<file path="src/rtl/vlt_pkg.sv">
package vlt_pkg;
    typedef enum logic [1:0] {
        TRAP_NONE = 2'd0,
        TRAP_L1   = 2'd1,
        TRAP_L2   = 2'd2,
        TRAP_L3   = 2'd3
    } trap_t;

    typedef struct packed {
        logic        valid;
        logic [63:0] rdata;
        trap_t       trap;
        logic        undef;
    } rsp_t;
endpackage

</file>
<file path="src/rtl/vlt_trap_eval.sv">
module vlt_trap_eval
    import vlt_pkg::*;
#(
    parameter int NFIELD = 2
) (
    input  logic [1:0]            cur_lvl,
    input  logic                  sec_state,
    input  logic                  top_is_64,
    input  logic                  has_lvl2,
    input  logic                  has_lvl3,
    input  logic [NFIELD-1:0][1:0] en_fields,
    input  logic [1:0]            l2_bits,
    input  logic                  l3_vec_en,
    input  logic                  l3_fp_trap,
    output trap_t                 trap_code
);
    logic [NFIELD-1:0] field_hit;
    trap_t             l1_target;

    function automatic logic field_traps(input logic [1:0] f, input logic [1:0] lvl);
        case (f)
            2'd1:    field_traps = (lvl == 2'd0);
            2'd3:    field_traps = 1'b0;
            default: field_traps = (lvl <= 2'd1);
        endcase
    endfunction

    // Earlier fields have priority; a field is only reached if all before it miss
    for (genvar g = 0; g < NFIELD; g++) begin : g_field
        assign field_hit[g] = field_traps(en_fields[g], cur_lvl);
    end

    always_comb begin
        l1_target = (sec_state && !top_is_64) ? TRAP_L3 : TRAP_L1;
        trap_code = TRAP_NONE;
        if (|field_hit) begin
            trap_code = l1_target;
        end else if (has_lvl2 && (cur_lvl != 2'd3) && !sec_state && (|l2_bits)) begin
            trap_code = TRAP_L2;
        end else if (has_lvl3 && (!l3_vec_en || l3_fp_trap)) begin
            trap_code = TRAP_L3;
        end
    end
endmodule

</file>
<file path="src/rtl/vlt_len_regs.sv">
module vlt_len_regs #(
    parameter int NREG  = 3,
    parameter int LEN_W = 4,
    localparam int IDX_W = $clog2(NREG)
) (
    input  logic                       clk,
    input  logic                       rst_n,
    input  logic                       wr_en,
    input  logic [IDX_W-1:0]           wr_idx,
    input  logic [LEN_W-1:0]           wr_data,
    output logic [NREG-1:0][LEN_W-1:0] len_q
);
    typedef struct packed {
        logic [NREG-1:0][LEN_W-1:0] len;
    } state_t;

    state_t state_d, state_q;

    always_comb begin
        state_d = state_q;
        for (int i = 0; i < NREG; i++) begin
            if (wr_en && (wr_idx == IDX_W'(i))) begin
                state_d.len[i] = wr_data;
            end
        end
    end

    always_ff @(posedge clk or negedge rst_n) begin
        if (!rst_n) state_q <= '0;
        else        state_q <= state_d;
    end

    assign len_q = state_q.len;
endmodule

</file>
<file path="src/rtl/vlen_trap_bank.sv">
module vlen_trap_bank
    import vlt_pkg::*;
#(
    parameter int DATA_W      = 64,
    parameter int LEN_W       = 4,
    parameter int VEC_EN_LSB  = 16,
    parameter int FP_EN_LSB   = 20,
    parameter int TRAP_VEC_BIT = 8,
    parameter int TRAP_FP_BIT  = 10
) (
    input  logic              clk,
    input  logic              rst_n,
    input  logic [1:0]        cur_lvl,
    input  logic              sec_state,
    input  logic              top_is_64,
    input  logic              has_lvl2,
    input  logic              has_lvl3,
    input  logic [DATA_W-1:0] acc_ctl,
    input  logic [DATA_W-1:0] hyp_trap,
    input  logic [DATA_W-1:0] mon_trap,
    input  logic              req_valid,
    input  logic              req_write,
    input  logic [1:0]        req_sel,
    input  logic [DATA_W-1:0] req_wdata,
    output logic              rsp_valid,
    output logic [DATA_W-1:0] rsp_rdata,
    output logic [1:0]        rsp_trap,
    output logic              rsp_undef
);
    localparam int NREG   = 3;
    localparam int NFIELD = 2;
    localparam int IDX_W  = $clog2(NREG);

    logic [NFIELD-1:0][1:0]     en_fields;
    logic [1:0]                 l2_bits;
    trap_t                      chain_trap;
    logic [NREG-1:0][LEN_W-1:0] len_q;
    logic [IDX_W-1:0]           idx;
    logic                       undef_c, l2_absent, wr_en;
    trap_t                      trap_c;
    rsp_t                       rsp_d, rsp_q;
    logic                       unused_bits;

    assign unused_bits = ^{acc_ctl, hyp_trap, mon_trap, req_wdata};

    assign en_fields[0] = acc_ctl[VEC_EN_LSB +: 2];
    assign en_fields[1] = acc_ctl[FP_EN_LSB +: 2];
    assign l2_bits      = {hyp_trap[TRAP_FP_BIT], hyp_trap[TRAP_VEC_BIT]};

    vlt_trap_eval #(.NFIELD(NFIELD)) u_eval (
        .cur_lvl    (cur_lvl),
        .sec_state  (sec_state),
        .top_is_64  (top_is_64),
        .has_lvl2   (has_lvl2),
        .has_lvl3   (has_lvl3),
        .en_fields  (en_fields),
        .l2_bits    (l2_bits),
        .l3_vec_en  (mon_trap[TRAP_VEC_BIT]),
        .l3_fp_trap (mon_trap[TRAP_FP_BIT]),
        .trap_code  (chain_trap)
    );

    vlt_len_regs #(.NREG(NREG), .LEN_W(LEN_W)) u_regs (
        .clk     (clk),
        .rst_n   (rst_n),
        .wr_en   (wr_en),
        .wr_idx  (idx),
        .wr_data (req_wdata[LEN_W-1:0]),
        .len_q   (len_q)
    );

    always_comb begin
        idx       = IDX_W'(req_sel - 2'd1);
        undef_c   = (req_sel == 2'd0) || (cur_lvl < req_sel) ||
                    ((req_sel == 2'd3) && !has_lvl3);
        l2_absent = (req_sel == 2'd2) && !has_lvl2;
        trap_c    = (undef_c || l2_absent) ? TRAP_NONE : chain_trap;
        wr_en     = req_valid && req_write && !undef_c && !l2_absent &&
                    (trap_c == TRAP_NONE);

        rsp_d       = '0;
        rsp_d.valid = req_valid;
        if (req_valid) begin
            rsp_d.trap  = trap_c;
            rsp_d.undef = undef_c;
            if (!req_write && !undef_c && !l2_absent && (trap_c == TRAP_NONE)) begin
                rsp_d.rdata = DATA_W'(len_q[idx]);
            end
        end
    end

    always_ff @(posedge clk or negedge rst_n) begin
        if (!rst_n) rsp_q <= '0;
        else        rsp_q <= rsp_d;
    end

    assign rsp_valid = rsp_q.valid;
    assign rsp_rdata = rsp_q.rdata;
    assign rsp_trap  = rsp_q.trap;
    assign rsp_undef = rsp_q.undef;


    rsp_timing_chk: assert property (@(posedge clk) disable iff (!rst_n)
        req_valid |=> rsp_valid);

    rsp_idle_chk: assert property (@(posedge clk) disable iff (!rst_n)
        !req_valid |=> !rsp_valid);

    zero_ext_chk: assert property (@(posedge clk) disable iff (!rst_n)
        rsp_valid |-> (rsp_rdata[DATA_W-1:LEN_W] == '0));

    undef_excl_chk: assert property (@(posedge clk) disable iff (!rst_n)
        rsp_undef |-> (rsp_trap == 2'd0 && rsp_rdata == '0));

    blocked_write_chk: assert property (@(posedge clk) disable iff (!rst_n)
        (req_valid && req_write && (undef_c || chain_trap != TRAP_NONE)) |=>
        (len_q == $past(len_q)));

    absent_l2_chk: assert property (@(posedge clk) disable iff (!rst_n)
        (req_valid && req_sel == 2'd2 && cur_lvl >= 2'd2 && !has_lvl2) |=>
        (rsp_trap == 2'd0 && rsp_rdata == '0 && !rsp_undef));
endmodule

</file>
<file path="config.mk">
export PLATFORM = sky130hd
export DESIGN_NAME = vlen_trap_bank
export DESIGN_NICKNAME = d
export VERILOG_FILES = /design/src/rtl/vlt_pkg.sv /design/src/rtl/vlt_trap_eval.sv /design/src/rtl/vlt_len_regs.sv /design/src/rtl/vlen_trap_bank.sv
export SDC_FILE = /design/constraint.sdc
export NUM_CORES = 1
export LEC_CHECK = 0
export ABC_AREA = 1
export BUFFER_PORTS_ARGS = -buffer_cell sky130_fd_sc_hd__buf_2
export CORE_AREA = 4 4 130 132
export CTS_BUF_LIST = sky130_fd_sc_hd__clkbuf_16
export CTS_CLUSTER_DIAMETER = 40
export DETAILED_ROUTE_END_ITERATION = 7
export DIE_AREA = 0 0 134 136
export GPL_ROUTABILITY_DRIVEN = 0
export GPL_TIMING_DRIVEN = 0
export HOLD_SLACK_MARGIN = 0.15
export PLACE_DENSITY = 0.45
export SYNTH_ARGS = -nofsm -noshare
export SYNTH_HDL_FRONTEND = slang
export SYNTH_SLANG_ARGS = --single-unit
</file>
<file path="constraint.sdc">
create_clock -name clk -period 1 [get_ports clk]
set_input_delay 0.1 -clock clk [delete_from_list [all_inputs] [get_ports clk]]
set_output_delay 0.1 -clock clk [all_outputs]
set_load 0.1 [all_outputs]
</file>
* Word level (Yosys, flattened, before mapping) *
Index checks and enable logic that the tools add are counted.

operators by class
  mux-type cells = 11
  equal/unequal tests = 9
  reduce and logical (&&, ||, !) cells = 35
  $add $sub $neg = 1
  $lt $le $gt $ge = 3

operators by type and width
  cell                 number
  $mux 67              1
  $logic_and 1x1->1    17
  $eq 2x2->1 const B   5
  $mux 2               5
  $bmux 4 s2           1
  $logic_not 1->1      8
  $logic_not 2->1      4
  $mux 4               2
  $eq 2x1->1 const B   3
  $logic_or 1x1->1     4
  $pmux 1 s2           2
  $reduce_or 2->1      2
  $lt 2x3->1 const B   1
  $le 2x1->1 const B   1
  $lt 2x2->1           1
  $ne 2x2->1 const B   1
  $sub 2x1->2 const B  1

word-level totals
  word-level logic and storage cells = 66
  output and inout bits = 68
  register bits after elaboration = 80
  bits of input ports = 268

* Longest topological paths before layout *
  word-level depth = 11
  gate-level depth with buffers = 9
  depth with buffers taken out = 9

* By module *
A second synthesis with hierarchy kept.

second synthesis, totals
  cells, all modules = 213
  area total of the unflattened synthesis = 1,622.8 um^2

modules (own cells, without submodules)
  module          area an instance (um^2)  sequential area each (um^2)  cells an instance  times used
  vlen_trap_bank  992.2                    200.2                        132                1
  vlt_len_regs    516.7                    300.3                        55                 1
  vlt_trap_eval   113.9                    0.0                          26                 1

* Least setup slack after synthesis *
Ideal clock, no wire load.

  path type = input-to-reg
  start point = in req_sel[0]
  end point = reg u_regs.state_q (netlist bit u_regs.len_q[10])
  data required time = 0.883 ns
  setup time = 0.117 ns
  setup slack = -0.143 ns
  arrival = 1.026 ns
  buffers on the path = 0
  cell stages on the path = 8
  cells stage by stage = inv_1 ha_1 a21oi_2 nand3_1 nor2_1 nand3_1 nand2_1 nand2_1

on the way
  word-level cells in the longest chain between the ends = 8
  elaborated cells on any way between the ends = 19
  those cells by class = add/sub: 1; order compare: 1; eq/ne: 3; mux: 1; reduce/logical: 13

RTL lines
  element                                                       RTL line                                    source
  start: declaration                                            vlen_trap_bank.sv:23                        input logic [1:0] req_sel,
  $lt 2x2->1, or another cell as far along                      vlen_trap_bank.sv:74                        undef_c = (req_sel == 2'd0) || (cur_lvl < req_sel) ||
  $logic_or 1x1->1 / $logic_and 1x1->1 (equally long branches)  vlen_trap_bank.sv:74, vlen_trap_bank.sv:75
  $logic_or 1x1->1                                              vlen_trap_bank.sv:74
  $logic_or 1x1->1 / $logic_not 1->1 (equally long branches)    vlen_trap_bank.sv:77, vlen_trap_bank.sv:78
  $mux 2 / $logic_and 1x1->1 (equally long branches)            vlen_trap_bank.sv:77, vlen_trap_bank.sv:78
  $logic_not 2->1 / $logic_and 1x1->1 (equally long branches)   vlen_trap_bank.sv:79, vlen_trap_bank.sv:78
  $logic_and 1x1->1                                             vlen_trap_bank.sv:78                        wr_en = req_valid && req_write && !undef_c && !l2_absent &&
  $logic_and 1x1->1 *                                           vlt_len_regs.sv:22                          if (wr_en && (wr_idx == IDX_W'(i))) begin
  end signal: assignment                                        vlt_len_regs.sv:30                          else state_q <= state_d;
  end: declaration                                              vlt_len_regs.sv:17                          state_t state_d, state_q;

Every way passes the cells marked *; elsewhere a longest branch is shown, timed or not.
A chain may end at the register's enable or synchronous reset.

* Worst setup path in the final report *
  start point = in req_sel[0]
  end point = reg u_regs.state_q (netlist bit u_regs.len_q[9])

The elaborated chain is that of the path after synthesis.

==> run_results.csv <==
group,metric,value,unit
worst_hold_path,hold_start,"has_lvl3",
sta,timing.fmax,955,MHz
grt,grt_pass1_wl,7240,um
layout,drive_above_1_share,0.469,
layout,diodes,0,
setup_path,critPathLaunch,"req_sel[0]",
layout,final_util,0.171,
status,status,"complete, but fails checks",
layout,area_growth,76.2,%
setup_path,critical_path_class,"input port to flop",
status,failed_checks,"negative setup slack",
sta,fin_skew,0.00149,ns
grt,grt_max_degree,21,
place,portBuffers,31,
run,drv_cap,0,
setup_path,r2r-start,"u_regs.len_q[6]",
floorplan,die-area,18200,um^2
sta,tns,-0.406,ns
detailed_routing,first_pass_iters,4,
sta,grt_setup_unrepaired,"true",
setup_path,critPathLaunchType,"input port",
clock_network,clk_pin_slew,0.06,ns
layout,finalNetCount,582,
grt,overflow,0,
detailed_routing,vias_per_cell,2.72,
setup_path,crit_fanout,4,
detailed_routing,routed_wl,4730,um
grt,antenna_found_initial,3,
clock_network,cts_sinks,20,
floorplan,rows,46,
clock_network,numCtsBuffers,3,
sta,min_period,1.05,ns
detailed_routing,drc,0,
floorplan,start_util,0.0968,
detailed_routing,first_iter_violations,53,
place,dp_hpwl,3800,um
setup_path,cp-end-kind,"flop",
worst_hold_path,hp-class,"input port to flop",
setup_path,worstPathRequired,1.15,ns
detailed_routing,routedWlPerCell,9.04,um
synth,avgSynthCellArea,7.76,um^2
sta,setup_ws,-0.0469,ns
sta,fin_crit_sh,1.05,
detailed_routing,ant_nets,0,
clock_network,clock_path_buffers,2,
power_and_ir_drop,power_density,1420,nW/um^2
power_and_ir_drop,power,0.00379,W
grt,grt_usage,0.0500,
sta,hold_viol,0,
floorplan,die_w,134,um
synth,synthDistinctLibCells,20,
clock_network,worstSkewPairLatency,0.25,ns
synth,ys_ff_latch,20,
synth,synthCells,196,
synth,yosysWarnings,0,
sta,setup_violations,15,
clock_network,cts-root-buf,"clkbuf_16",
clock_network,htreeDepth,1,
grt,grt_pass1_vias,1564,
power_and_ir_drop,p_leak,1.40,nW
floorplan,core,15700,um^2
synth,synth_area,1520,um^2
clock_network,tritoncts,"built",
floorplan,pin_count,336,
detailed_routing,vias,1422,
sta,final_max_slew_viol_count,0,
power_and_ir_drop,peakVddDrop,506,uV
setup_path,cp.arrival,1.19,ns
floorplan,die_y,136,um
synth,synth-seq-area-share,0.329,
[per-layer routing]
layer,GRT usage,part of all wire
met1,0.0539,0.40
met2,0.0851,0.45
met3,0.0289,0.13
met4,0.0120,0.0066
met5,0,0.0072
[power breakdown]
group          switching (W)  internal, W
Combinational        0.00137     0.000383
Clock               0.000310     0.000794
Sequential         0.0000503     0.000891
[critical path, stage by stage]
cell        delay (ns)
buf_12            0.09
clkinvlp_4        0.11
ha_4              0.18
a21oi_4           0.15
nand3_2           0.11
nor2_4            0.17
nand3_4           0.13
nand2_1           0.10
nand2_2           0.05
[per-stage QoR]
| step | hold slack [ns] | instance area, um^2 | cells | setup WS (ns) |
|---|---|---|---|---|
| after floorplan | -0.196 | 1800 | 255 | -0.125 |
| after global placement | 0.0674 | 2220 | 502 | -0.553 |
| after detailed placement | 0.0737 | 2220 | 502 | -0.579 |
| after CTS | 0.185 | 2620 | 521 | -0.0573 |
| after global routing | 0.214 | 2680 | 523 | -0.118 |
| final | 0.181 | 2680 | 523 | -0.0469 |
[what timing repair did]
action                                  in CTS  in global routing
resized for setup                           38                 13
endpoints found under the setup margin      26                 20
pin swaps                                   19                  8
setup buffers                                6                  2
cloned                                       1                  0
hold buffers                                 8                  0
endpoints found under the hold margin       35                  0
[cells in the final DEF, fill, tap and decap left out, drive strengths merged]
master / count
dlygate4sd3: 8
bufinv: 1
nand3b: 1
o21ai: 5
inv: 13
nand4: 2
clkbuf: 3
o211ai: 1
nand3: 18
nand2: 39
conb: 60
a21oi: 8
ha: 6
dfrtp: 20
buf: 101
clkinvlp: 1
nor2: 20
[worst paths after layout]
| check | end | slack, ns | depth (start not counted) |
|---|---|---|---|
| setup / recovery | u_regs.len_q[9] | -0.05 | 9 |
| hold / removal | rsp_trap[0] | 0.18 | 3 |
| setup reg to reg | rsp_rdata[2] | -0.01 | 4 |
| hold reg to reg | u_regs.len_q[6] | 0.47 | 2 |
| max in group asynchronous | rsp_trap[1] | 0.36 | 2 |
| min in group asynchronous | rsp_rdata[1] | 0.33 | 2 |
[final cells by class]
| class | instances | area, um^2 |
|---|---|---|
| Fill cell | 1759 | 13000 |
| Multi-Input combinational cell | 160 | 912 |
| Sequential cell | 20 | 500 |
| Buffer | 61 | 462 |
| Timing Repair Buffer | 48 | 370 |
| Tap cell | 216 | 270 |
| Clock buffer | 3 | 75.1 |
| Inverter | 14 | 61.3 |
| Clock inverter | 1 | 30.0 |
[cell families (layout without fill, tap and decap cells)]
group / after synthesis / count (layout) / share of synthesized area
DFF: 20 / 20 / 0.329
other: 1 / 60 / 0.00246
adders and majority gates: 6 / 6 / 0.0493
and+or+nand+nor: 80 / 80 / 0.231
buffers and inverters: 75 / 127 / 0.338
AOI/OAI and AO/OA: 14 / 14 / 0.0502
[synth_stat cells]
cell type | n | area share
buf_6 | 1 | 0.0074
a21oi_1 | 7 | 0.023
o21ai_1 | 1 | 0.0033
nand3_1 | 17 | 0.056
nor2_1 | 18 | 0.044
nand3_4 | 1 | 0.012
nand2_2 | 1 | 0.0041
inv_1 | 12 | 0.030
nor2_2 | 2 | 0.0082
conb_1 | 1 | 0.0025
nand3b_1 | 1 | 0.0049
buf_4 | 60 | 0.30
inv_2 | 2 | 0.0049
dfrtp_1 | 20 | 0.33
nand2_1 | 38 | 0.094
o211ai_1 | 1 | 0.0049
o21ai_0 | 4 | 0.013
ha_1 | 6 | 0.049
nand4_1 | 2 | 0.0082
a21oi_2 | 1 | 0.0058
[registers in the layout (all words and copies together) (netlist names)]
name	cells
rsp_valid	1
rsp_undef	1
u_regs.len_q	12
rsp_rdata	4
rsp_trap	2
Power figures use the tool's default switching activity.
